==> src/rtl/sib_pkg.sv <==
package sib_pkg;

  // Wire positions on the two-wire bus
  localparam int WIRE_START = 0;
  localparam int WIRE_ID    = 1;

  typedef enum logic [1:0] {
    ST_IDLE  = 2'd0,  // waiting for a request and an idle bus
    ST_START = 2'd1,  // start / end-of-interrupt detect cycle
    ST_ID    = 2'd2,  // sending one ID bit per cycle
    ST_HOLD  = 2'd3   // outcome reported, waiting for bus activity
  } sib_state_e;

endpackage

==> src/rtl/sib_id_shifter.sv <==
module sib_id_shifter #(
  parameter int ID_W = 4
) (
  input  logic            clk,
  input  logic            rst,
  input  logic            load,
  input  logic            shift,
  input  logic [ID_W-1:0] id_in,
  output logic            cur_bit,
  output logic            last
);

  localparam int CW = $clog2(ID_W + 1);

  logic [ID_W-1:0] shreg;
  logic [CW-1:0]   remaining;

  always_ff @(posedge clk) begin
    if (rst) begin
      shreg     <= '0;
      remaining <= '0;
    end else if (load) begin
      shreg     <= id_in;
      remaining <= CW'(ID_W);
    end else if (shift) begin
      shreg     <= shreg << 1;
      remaining <= remaining - 1'b1;
    end
  end

  assign cur_bit = shreg[ID_W-1];
  assign last    = (remaining == '0);

endmodule

==> src/rtl/sib_arb_ctrl.sv <==
module sib_arb_ctrl
  import sib_pkg::*;
(
  input  logic       clk,
  input  logic       rst,
  input  logic       req,
  input  logic       bus_idle,
  input  logic [1:0] bus_in,
  input  logic       cur_bit,
  input  logic       last,
  output logic       load,
  output logic       shift,
  output logic [1:0] bus_oe,
  output logic       grant,
  output logic       lost,
  output logic       busy
);

  sib_state_e st, st_nxt;
  logic [1:0] oe_nxt;
  logic       grant_nxt, lost_nxt, busy_nxt;
  logic       pulled_low;   // wire 1 left released by us but read low
  logic       start_missing;

  assign pulled_low    = !bus_oe[WIRE_ID] && !bus_in[WIRE_ID];
  assign start_missing = bus_in[WIRE_START];

  always_comb begin
    st_nxt    = st;
    oe_nxt    = bus_oe;
    grant_nxt = 1'b0;
    lost_nxt  = 1'b0;
    busy_nxt  = busy;
    load      = 1'b0;
    shift     = 1'b0;
    case (st)
      ST_IDLE: begin
        if (req && bus_idle) begin
          st_nxt   = ST_START;
          oe_nxt   = 2'b01;
          busy_nxt = 1'b1;
          load     = 1'b1;
        end
      end
      ST_START: begin
        if (pulled_low || start_missing) begin
          st_nxt   = ST_HOLD;
          oe_nxt   = 2'b00;
          busy_nxt = 1'b0;
          lost_nxt = 1'b1;
        end else begin
          st_nxt = ST_ID;
          oe_nxt = {cur_bit, 1'b0};
          shift  = 1'b1;
        end
      end
      ST_ID: begin
        if (pulled_low) begin
          st_nxt   = ST_HOLD;
          oe_nxt   = 2'b00;
          busy_nxt = 1'b0;
          lost_nxt = 1'b1;
        end else if (last) begin
          st_nxt    = ST_HOLD;
          oe_nxt    = 2'b00;
          busy_nxt  = 1'b0;
          grant_nxt = 1'b1;
        end else begin
          oe_nxt = {cur_bit, 1'b0};
          shift  = 1'b1;
        end
      end
      ST_HOLD: begin
        if (!bus_idle) st_nxt = ST_IDLE;
      end
      default: st_nxt = ST_IDLE;
    endcase
  end

  always_ff @(posedge clk) begin
    if (rst) begin
      st     <= ST_IDLE;
      bus_oe <= 2'b00;
      grant  <= 1'b0;
      lost   <= 1'b0;
      busy   <= 1'b0;
    end else begin
      st     <= st_nxt;
      bus_oe <= oe_nxt;
      grant  <= grant_nxt;
      lost   <= lost_nxt;
      busy   <= busy_nxt;
    end
  end

endmodule

==> src/rtl/sib_arbiter.sv <==
module sib_arbiter #(
  parameter int ID_W = 4
) (
  input  logic            clk,
  input  logic            rst,
  input  logic            req,
  input  logic [ID_W-1:0] arb_id,
  input  logic            bus_idle,
  input  logic [1:0]      bus_in,
  output logic [1:0]      bus_oe,
  output logic            grant,
  output logic            lost,
  output logic            busy
);

  logic load, shift, cur_bit, last;

  sib_id_shifter #(.ID_W(ID_W)) u_shift (
    .clk     (clk),
    .rst     (rst),
    .load    (load),
    .shift   (shift),
    .id_in   (arb_id),
    .cur_bit (cur_bit),
    .last    (last)
  );

  sib_arb_ctrl u_ctrl (
    .clk      (clk),
    .rst      (rst),
    .req      (req),
    .bus_idle (bus_idle),
    .bus_in   (bus_in),
    .cur_bit  (cur_bit),
    .last     (last),
    .load     (load),
    .shift    (shift),
    .bus_oe   (bus_oe),
    .grant    (grant),
    .lost     (lost),
    .busy     (busy)
  );

endmodule

==> config.mk <==
export PLATFORM = sky130hd
export DESIGN_NAME = sib_arbiter
export DESIGN_NICKNAME = d
export VERILOG_FILES = /design/src/rtl/sib_pkg.sv /design/src/rtl/sib_id_shifter.sv /design/src/rtl/sib_arb_ctrl.sv /design/src/rtl/sib_arbiter.sv
export SDC_FILE = /design/constraint.sdc
export NUM_CORES = 1
export LEC_CHECK = 0
export ABC_AREA = 0
export BUFFER_PORTS_ARGS = -buffer_cell sky130_fd_sc_hd__buf_2
export CELL_PAD_IN_SITES_DETAIL_PLACEMENT = 0
export CELL_PAD_IN_SITES_GLOBAL_PLACEMENT = 2
export CORE_ASPECT_RATIO = 0.75
export CORE_MARGIN = 1
export CORE_UTILIZATION = 33
export CTS_CLUSTER_SIZE = 20
export DETAILED_ROUTE_END_ITERATION = 8
export PLACE_DENSITY = 0.86
export SYNTH_ARGS = -nofsm -noshare
export SYNTH_HDL_FRONTEND = slang
export SYNTH_SLANG_ARGS = --single-unit
==> constraint.sdc <==
create_clock -name clk -period 2.83 [get_ports clk]
set_input_delay 0.4245 -clock clk [delete_from_list [all_inputs] [get_ports clk]]
set_output_delay 0.4245 -clock clk [all_outputs]
set_load 0.01 [all_outputs]
# Word-level counts from Yosys, hierarchy flattened
# Index checks and enable logic that the tools add are counted.
# classes
add_sub_neg	1
n_mul	0
n_div	0
order_cmp	0
n_eq_ne	7
shifts	0
muxes	29
bitwise_logic	1
n_reduce_logical	14
# op_table
operator	count
two-way mux 2 bit	7
two-way mux 1 bit	13
two-way mux 4 bit	2
one-hot mux 2 bit (4 select lines)	1
two-way mux 3 bit	2
one-hot mux 2 bit (3 select lines)	1
equality test 2 bit, second input constant	2
!= test 2 x 1 -> 1 bit, second input constant	2
one-hot mux 1 bit (2 select lines)	2
AND reduction 4 bit	1
zero test 3 bit	1
!= test 3 x 2 -> 1 bit, second input constant	1
one-hot mux 1 bit (3 select lines)	1
AND reduction 3 bit	1
nonzero test 3 bit	1
OR reduction 3 bit	1
subtractor 3 x 1 -> 3 bit, second input constant	1
equality test 2 x 1 -> 1 bit, second input constant	1
logical AND 1 bit	2
zero test 1 bit	2
zero test 2 bit	1
!= test 2 bit, second input constant	1
AND reduction 2 bit	1
nonzero test 2 bit	1
3 further kinds	3
# word_totals
ff_bits	14
latchBits	0
ramBits	0
rom_bits	0
in_bits	10
out_inout_bits	5
wordCells	60
n_memories	0

# Logic depth before layout (Yosys ltp)
# Gate-level depths: netlist (run 1).
# depth
depth_word	7
mapped_depth	6
ltp_nobuf	6

# Hierarchy
# A second synthesis (run 1) with hierarchy kept.
# hier_totals
cells_unflattened	83
area_unflattened_um2	753.2
# by_module_without_submodules
mod	instances	cells_each	area_each_um2	seq_area_each_um2
sib_arb_ctrl	1	49	416.6	140.1
sib_id_shifter	1	34	336.6	140.1

# Worst setup path before layout (run 1)
# OpenSTA, ideal clock, no wires.
# synth_path
path_kind	reg2reg
from	register u_ctrl.st[0]
to	register u_ctrl.st[0]
setup_time_ns	0.136
arrival_time_ns	1.578
required_time_ns	2.694
slack_ns	1.116
stages_incl_launch_ff	7
n_path_buf	0
synth_period_minus_slack_ns	1.714
cell_sequence	dfxtp_1 > inv_1 > ha_1 > o21a_1 > a221o_1 > a2111oi_0 > a211oi_1
# synth_via
elab_chain_len	3
word_cells_on_any_way	9
# synth_lines
item	line	text
start: declaration	sib_arb_ctrl.sv:19	sib_state_e st, st_nxt;
start signal: assignment	sib_arb_ctrl.sv:88	st <= st_nxt;
equality test 2 bit or zero test 2 bit (tied branches)	sib_arb_ctrl.sv:36	case (st)
!= test 3 x 2 -> 1 bit (no source line), or another cell as far along	--	
AND reduction 3 bit (no source line)	--	
# Parallel ways exist; a longest one is shown, timed or not.
# A chain may end at the register's enable or synchronous reset.

# Worst setup path in the final report (run 1)
# layout_path
from	register u_ctrl.st[0]
to	register u_shift.remaining[1]
# layout_via
elab_chain_len	3
word_cells_on_any_way	6
# layout_lines
item	line	text
zero test 2 bit	sib_arb_ctrl.sv:36	
two-way mux 1 bit	sib_arb_ctrl.sv:36	
OR reduction 2 bit (no source line)	--	
end signal: assignment	sib_id_shifter.sv:24	remaining <= CW'(ID_W);
end signal: assignment	sib_id_shifter.sv:27	remaining <= remaining - 1'b1;
end: declaration	sib_id_shifter.sv:16	logic [CW-1:0] remaining;
# Parallel ways exist; a longest one is shown, timed or not.

==> metrics.yaml, run 1 <==
run_status: "complete, no violations"
synthArstFlopShare_pct: 0
core_area_um2: 2070
cpMostUsedCell: "inv_1"
drc: 0
avgSynthCellArea_um2: 8.77
hold_viol: 0
dieArea_um2: 2460
initial_core_util_pct: 36.1
die_h_um: 43.2
overflow: 0
vias: 684
setup_viol: 0
post-synth-top-area-fraction_pct: 37.6
multi_input_comb_area_um2: 435
netlist_instances: 85
synth_area_leaders: "dfxtp_1 38%, ha_1 12%, a311oi_1 4.7%"
path_max_fanout: 7
viasPerCell: 5.47
regArea_um2: 280
first_global_vias: 589
dpl.hpwl_mm: 1.22
routed_wl_mm: 1.69
clk_latency_ns: 0.28
path_clk_slew_ns: 0.09
ant_nets: 0
cts_hold_buf: 0
grt_first_pass_wirelength_mm: 2.64
antenna_cells: 0
cts_max_level: 1
relSlewSlack_pct: 54.9
max_slew.worst_pin.slew_ns: 0.670
antenna_found_initial: 0
cts_sinks: 14
slowest_delay_ns: 0.40
fin_setup_tns_ns: 0
die_w_um: 56.9
slew_violations: 0
layout.cells.non_filler: 125
worstSetupStartpointType: "flop"
cts_setup_buffers: 0
cts_buffers: 3
required_ns: 2.99
cts_tree: "done"
firstDrtPassIters: 4
dp.cells: 122
hold_class: "primary input to flop"
synth_seq_area_share_pct: 37.6
yosysUniqueCellTypes: 30
fp-row-count: 14
p_leak_nw: 0.353
fin_crit_sh_pct: 67.3
synth_ff_type: "dfxtp_1"
rsz0062_at_grt: "false"
layout_setup_ws_ns: 0.926
final_net_count: 120
wl_per_cell_um: 13.5
period_needed_ns: 1.90
cp_cell_sequence: "inv_1 > ha_1 > inv_1 > nor2_1 > a21oi_1 > a2111oi_0"
gp_congestion: 0.799
endpoint_kind: "flop"
initialDrtViolationCount: 21
powerDensity_nw_per_um2: 913
skew_ns: 0.0111
grt_use_total_pct: 14.6
grt_start_max_net_pins: 15
drive_gt1_share_pct: 18.8
dp_slack_ns: 0.950
syn_nets: 102
n_fill_cell: 215
ir_drop_v: 0.000382
portBuffers: 14
cts_resized: 0
cp_data_arrival_time_ns: 2.07
cap_violations: 0
ios: 15
max_freq_mhz: 525
cp_slowest_cell: "dfxtp_1"
synth-seq-cells: 14
cts_root_buf: "clkbuf_4"
cts.path.max_buffers: 2
synth_warnings: 0
syn2layout_area_growth_pct: 15.9
path_class: "flop to flop"
syn_area_um2: 746
synth_edf_count: 0
synth_top_cell_by_area: "dfxtp_1"
==> area by class of cell <==
type | instances | share of cell area (%)
multi-input cells | 63 | 50.4
flip-flops and latches | 14 | 32.4
repair buffers | 14 | 8.10
well taps | 24 | 3.47
inverters | 7 | 3.04
clock buffers | 3 | 2.60
==> Yosys cell counts, types with 2 or more instances <==
master,number
dfxtp_1,14
nor2_1,8
ha_1,7
inv_1,7
o21ai_0,7
a21oi_1,5
nand3_1,5
a311oi_1,4
a211oi_1,3
nand2_1,3
a2111oi_0,2
o21bai_1,2
==> layout by cell type (no fill, tap or decap), types with 2 or more instances in the layout <==
master	Yosys	routed
nor2_1	8	8
ha_1	7	7
a311oi_1	4	4
nand3_1	5	5
o21bai_1	2	2
a21oi_1	5	5
nand2_1	3	3
buf_2	0	14
o21ai_0	7	7
clkbuf_4	0	3
dfxtp_1	14	14
a211oi_1	3	3
a2111oi_0	2	2
inv_1	7	7
==> layer usage <==
layer	vias up	global-route usage, %	wire, µm
li1	352	-	-
met2	25	20.9	709
met1	305	19.3	846
met4	0	5.85	11
met3	2	6.10	124
met5	-	0	0
==> flip-flops by register name, summed over array words and instances (netlist names) <==
| signal | cells |
|---|---|
| u_ctrl.bus_oe | 2 |
| u_ctrl.busy | 1 |
| u_ctrl.grant | 1 |
| u_ctrl.lost | 1 |
| u_ctrl.st | 2 |
| u_shift.remaining | 3 |
| u_shift.shreg | 4 |
==> power breakdown <==
group	switching [mW]	internal [mW]	leakage [nW]
registers	0.0333	0.246	0.115
clock network	0.0629	0.0493	0.0138
logic	0.241	0.158	0.224
==> final timing paths <==
kind | to | slack (ns) | cells past startpoint | start
worst min register to register | u_ctrl.bus_oe[1] | 0.48 | 2 | u_shift.shreg[3]
worst max register to register | u_shift.remaining[1] | 0.93 | 6 | u_ctrl.st[0]
worst min-delay path | u_shift.shreg[0] | 0.37 | 3 | arb_id[0]
worst max-delay path | u_shift.remaining[1] | 0.93 | 6 | u_ctrl.st[0]
==> through the flow <==
step | util [%] | power (mW) | cell area, µm² | hold slack (ns)
6_report | 41.8 | 0.789 | 865 | 0.371
2_1_floorplan | - | 0.579 | 746 | 0.447
3_5_place_dp | 40.7 | 0.677 | 842 | 0.466
4_1_cts | 41.8 | 0.795 | 865 | 0.363
5_1_grt | 41.8 | 0.859 | 865 | 0.365
3_3_place_gp | 40.7 | 0.680 | 842 | 0.464
==> critical path, delay by kind of cell (launching register included) <==
kind	cells	cell delay (ns)
compound gates	2	0.49
fa+ha+maj	1	0.36
buf+inv	2	0.18
flops	1	0.40
simple gates	1	0.37
==> kinds of logic after synthesis <==
group                      Yosys count  share of synthesized area (%)
DFF                                 14                           37.6
adders and majority gates            7                           11.7
buffers and inverters                8                           4.03
AOI/OAI and AO/OA                   31                           28.7
and+or+nand+nor                     24                           16.6
muxes                                1                           1.34
Note: power is estimated with default switching activity, not from simulation.
==> run 2, diff against run 1 <==
--- a/config.mk
+++ b/config.mk
@@ -11,10 +11,10 @@
 export CELL_PAD_IN_SITES_GLOBAL_PLACEMENT = 2
 export CORE_ASPECT_RATIO = 0.75
 export CORE_MARGIN = 1
-export CORE_UTILIZATION = 33
+export CORE_UTILIZATION = 28
 export CTS_CLUSTER_SIZE = 20
 export DETAILED_ROUTE_END_ITERATION = 8
-export PLACE_DENSITY = 0.86
+export PLACE_DENSITY = 0.78
 export SYNTH_ARGS = -nofsm -noshare
 export SYNTH_HDL_FRONTEND = slang
 export SYNTH_SLANG_ARGS = --single-unit
==> constraint.sdc (replaced) <==
create_clock -name clk -period 1.62 [get_ports clk]
set_input_delay 0.243 -clock clk [delete_from_list [all_inputs] [get_ports clk]]
set_output_delay 0.243 -clock clk [all_outputs]
set_load 0.01 [all_outputs]
==> run 2 against run 1 <==
Against the previous run:
- core utilization grew 4.3 points
- sequential share of layout area shrank 6.7 points
- critical endpoint is now u_ctrl.busy
- clock power grew 130%
- non-clock buffer count grew 16
- clock skew is essentially flat
==> metrics.yaml, run 2 (same netlist as run 1, synthesis figures left out) <==
run_status: "complete, no violations"
whs_ns: 0.175
overflow: 0
cts_max_level: 1
cpMostUsedCell: "buf_4"
cts_buffers: 3
reg_top3: "u_shift.shreg x4, u_shift.remaining x3"
cp_data_arrival_time_ns: 1.80
p_leak_nw: 0.456
max_freq_mhz: 634
vias: 757
dpl.hpwl_mm: 1.48
final_util_pct: 46.1
cts.path.max_buffers: 2
ant_nets: 0
clk_latency_ns: 0.29
firstDrtPassIters: 4
endpoint_kind: "flop"
cap_violations: 0
period_needed_ns: 1.58
max_slew.worst_pin.slew_ns: 0.305
worstSetupStartpointType: "flop"
initialDrtViolationCount: 26
relSlewSlack_pct: 79.1
antenna_cells: 0
regMostFlops: "u_shift.shreg"
largest_reg_flops: 4
core_area_um2: 2400
syn2layout_area_growth_pct: 48.7
viasPerCell: 4.98
first_global_vias: 646
cts_root_buf: "clkbuf_4"
hold_class: "primary input to flop"
path_buf_inv: 3
slowest_delay_ns: 0.35
path_class: "flop to flop"
hold_viol: 0
required_ns: 1.84
portBuffers: 14
fp-row-count: 15
skew_ns: 0.0110
ios: 15
die_w_um: 61.6
regArea_um2: 285
dieArea_um2: 2880
die_h_um: 46.7
path_clk_slew_ns: 0.09
cts_sinks: 14
n_fill_cell: 265
antenna_found_initial: 0
initial_core_util_pct: 31.0
drc: 0
slew_violations: 0
fin_setup_tns_ns: 0
grt_start_max_net_pins: 15
cp_slowest_cell: "dfxtp_2"
drive_gt1_share_pct: 40.7
placed_area_um2: 980
grt_use_total_pct: 16.3
powerDensity_nw_per_um2: 1850
multi_input_comb_area_um2: 518
path_max_fanout: 4
fin_crit_sh_pct: 97.3
gp_congestion: 0.797
critical_path.top_delay_family: "buffers and inverters"
layout_common_cells: "14 x buf_2, 14 x buf_4, 12 x dfxtp_1"
grt_first_pass_wirelength_mm: 3.23
ir_drop_v: 0.000899
routed_wl_mm: 2.10
cts_tree: "done"
fin_area_um2: 1110
wl_per_cell_um: 13.8
setup_viol: 0
cp_cell_sequence: "buf_4 > ha_1 > buf_4 > inv_1 > o2bb2ai_1 > or3_1 > a21oi_1"
final_net_count: 136
[run 2: changes by cell type in the layout (fill, tap and decap cells not counted), sizes merged]
| cell | previous run | this run |
|---|---|---|
| buf | 14 | 30 |
| clkbuf | 3 | 4 |
[run 2: what timing repair did]
item / CTS / global route
buffers inserted: 0 / 1
pin swaps: 2 / 8
hold buffers: 0 / 0
resized for setup: 3 / 15
setup endpoints to repair: 1 / 10
[run 2: power by group]
group | leakage (nW) | switching, mW | internal [mW]
logic | 0.319 | 0.627 | 0.667
clock network | 0.0210 | 0.125 | 0.137
registers | 0.115 | 0.0546 | 0.440
total | 0.456 | 0.806 | 1.24
[run 2: stage by stage]
stage / power [mW] / setup slack, ns / cells
6_report: 2.05 / 0.0433 / 152
3_3_place_gp: 1.51 / 0.0476 / 147
4_1_cts: 1.82 / 0.0191 / 151
3_5_place_dp: 1.52 / -0.0404 / 147
2_1_floorplan: 1.05 / 0.00519 / 85
5_1_grt: 2.22 / -0.0190 / 152
[run 2: path summary, 6_finish.rpt]
check	start	endpoint	slack, ns	cells after the start
max	u_ctrl.st[0]	u_ctrl.busy	0.04	7
min	arb_id[0]	u_shift.shreg[0]	0.17	3
max reg2reg	u_ctrl.st[0]	u_ctrl.busy	0.04	7
min reg2reg	u_shift.shreg[3]	u_ctrl.bus_oe[1]	0.47	2
[run 2: final cells by class]
type,count,area share [%]
multi-input combinational,63,46.7
timing repair buffer,30,17.8
inverter,7,2.60
sequential,14,25.7
tap,34,3.84
clock buffer,4,3.27
[run 2: tightest hold or removal path, delay by kind of cell]
family          cells  cell delay [ns]
buf+inv             1             0.09
compound gates      1             0.05
simple gates        1             0.04
[run 2: per-layer routing]
layer	wire, µm	vias up	track usage, %
met5	0	-	0
met4	17	0	5.33
met3	91	3	5.06
met2	953	13	21.5
met1	1040	358	24.3
li1	-	383	-
==> run 3, diff against run 2 <==
--- a/config.mk
+++ b/config.mk
@@ -5,13 +5,13 @@
 export SDC_FILE = /design/constraint.sdc
 export NUM_CORES = 1
 export LEC_CHECK = 0
-export ABC_AREA = 0
+export ABC_AREA = 1
 export BUFFER_PORTS_ARGS = -buffer_cell sky130_fd_sc_hd__buf_2
 export CELL_PAD_IN_SITES_DETAIL_PLACEMENT = 0
 export CELL_PAD_IN_SITES_GLOBAL_PLACEMENT = 2
 export CORE_ASPECT_RATIO = 0.75
 export CORE_MARGIN = 1
-export CORE_UTILIZATION = 28
+export CORE_UTILIZATION = 27
 export CTS_CLUSTER_SIZE = 20
 export DETAILED_ROUTE_END_ITERATION = 8
 export PLACE_DENSITY = 0.78
==> run 3 against run 2 <==
Against the previous run:
- die area increased by 14%
- first-iteration DRC count is 31% higher
- routed wire length decreased by 20%
- via count down 8.6%
- critical endpoint is now u_shift.remaining[0]
- register-to-register slack improved by 0.08 ns
- largest cell class unchanged
- cell count grew 6.6%
- final area decreased by 7.8%
- critical path depth is the same
- area after synthesis up 10%
- clock power increased by 29%
- worst setup slack better by 0.076 ns
- power down 26%
==> metrics.yaml, run 3 <==
synth_edf_count: 0
path_class: "flop to flop"
final_net_count: 144
cts_tree: "done"
grt_first_pass_wirelength_mm: 2.64
ys_top_cells_by_count: "23 x nand2_1, 18 x inv_1, 14 x dfxtp_1"
cts.path.max_buffers: 2
synthArstFlopShare_pct: 0
n_fill_cell: 299
endpoint_kind: "flop"
syn2layout_area_growth_pct: 24.5
gp_congestion: 0.748
synth-seq-cells: 14
die_h_um: 49.8
fin_crit_sh_pct: 92.6
max_freq_mhz: 666
yosysUniqueCellTypes: 22
ant_nets: 0
placed_area_um2: 921
path_max_fanout: 5
ios: 15
initialDrtViolationCount: 34
drc: 0
cts_sinks: 14
firstDrtPassIters: 4
first_global_vias: 588
antenna_found_initial: 0
worstSetupStartpointType: "flop"
core_area_um2: 2740
overflow: 0
slew_violations: 0
cap_violations: 0
synth_ff_type: "dfxtp_1"
synth_area_leaders: "dfxtp_1 34%, ha_1 11%, nand2_1 11%"
required_ns: 1.76
syn_area_um2: 821
routed_wl_mm: 1.67
hold_class: "primary input to flop"
syn_nets: 124
initial_core_util_pct: 29.9
fin_area_um2: 1020
layout.cells.non_filler: 162
drive_gt1_share_pct: 31.0
final_common_cell: "nand2_1"
cts_root_buf: "clkbuf_8"
powerDensity_nw_per_um2: 1480
cts_buffers: 3
largest_reg_flops: 4
run_status: "complete, no violations"
cp_data_arrival_time_ns: 1.64
path_clk_slew_ns: 0.06
synth_top_cell_by_area: "dfxtp_1"
dp.cells: 155
synth_seq_area_share_pct: 34.1
p_leak_nw: 0.468
skew_ns: 0.00222
viasPerCell: 4.27
regMostFlops: "u_shift.shreg"
netlist_instances: 107
grt_start_max_net_pins: 12
dieArea_um2: 3270
setup_viol: 0
post-synth-top-area-fraction_pct: 34.1
hold_viol: 0
antenna_cells: 0
relSlewSlack_pct: 81.6
clk_latency_ns: 0.24
cts_max_level: 1
yosysMostFrequentCell: "nand2_1"
avgSynthCellArea_um2: 7.67
ir_drop_v: 0.000545
period_needed_ns: 1.50
max_slew.worst_pin.slew_ns: 0.274
reg_top3: "u_shift.shreg x4, u_shift.remaining x3"
layout_common_cells: "22 x nand2_1, 14 x inv_1, 14 x buf_2"
portBuffers: 14
dpl.hpwl_mm: 1.31
grt_use_total_pct: 10.8
vias: 692
die_w_um: 65.7
fp-row-count: 16
synth_warnings: 0
wl_per_cell_um: 10.3
[run 3: changes by cell type after synthesis, sizes merged, moves of 3 or more]
cell	change
a211oi	-3
a21oi	+6
nand2	+25
nand3	+6
nor2	-5
inv	+12
a311oi	-4
o21ai	-3
[run 3: kinds of logic after synthesis]
kind of cell	after synthesis	share of synthesized area, %
AOI/OAI and AO/OA	16	10.5
xor gates and xnor gates	1	1.07
adders and majority gates	7	10.7
buffers and inverters	21	10.5
DFF	14	34.1
and+or+nand+nor	48	33.1
[run 3: per-layer routing]
metal	up-vias	share of wire, %	track usage [%]
li1	378	-	-
met1	299	53	15.3
met2	13	41	13.9
met3	2	5.8	5.79
met4	0	0.24	2.17
met5	-	0	0
[run 3: cell type report]
type                       instances  area, µm²  area share [%]
clock buffer                       4       55.1            5.39
inverter                          19       77.6            7.59
multi-input combinational         72        469            45.9
sequential                        14        285            27.9
tap                               36       45.0            4.41
timing repair buffer              16       85.1            8.32
timing repair inverter             1       5.00           0.490
[run 3: worst max-delay path, stage by stage (launching register included)]
cell,delay [ns]
dfxtp_4,0.36
inv_4,0.07
ha_4,0.13
inv_2,0.04
nor3_4,0.27
clkinvlp_2,0.28
nand2_1,0.18
a21oi_1,0.05
[run 3: what timing repair did]
action                     CTS  global route
setup buffers                0             2
hold buffers                 0             0
resized for setup            0            11
setup endpoints to repair    0             6
[run 3: power by group]
part / leakage [nW] / total (mW) / switching (mW) / internal, mW
sequential: 0.115 / 0.485 / 0.0569 / 0.428
clock: 0.0288 / 0.339 / 0.124 / 0.215
combinational: 0.324 / 0.688 / 0.419 / 0.270
[run 3: path summary, 6_finish.rpt]
check,from,endpoint,slack [ns],depth (start not counted)
setup / recovery,u_ctrl.st[0],u_shift.remaining[0],0.12,7
hold / removal,arb_id[0],u_shift.shreg[0],0.24,3
setup reg to reg,u_ctrl.st[0],u_shift.remaining[0],0.12,7
hold reg to reg,u_shift.remaining[0],u_shift.remaining[0],0.46,2
[run 3: through the flow]
step	TNS [ns]	total power, mW	utilization, %	setup WS [ns]	hold slack (ns)
global placement	0	1.08	33.6	0.164	0.449
CTS	0	1.42	35.6	0.0846	0.244
global route	-0.00458	1.64	37.3	-0.00458	0.260
floorplan	0	0.941	-	0.299	0.390
detailed placement	0	1.08	33.6	0.111	0.458
finish	0	1.51	37.3	0.119	0.245
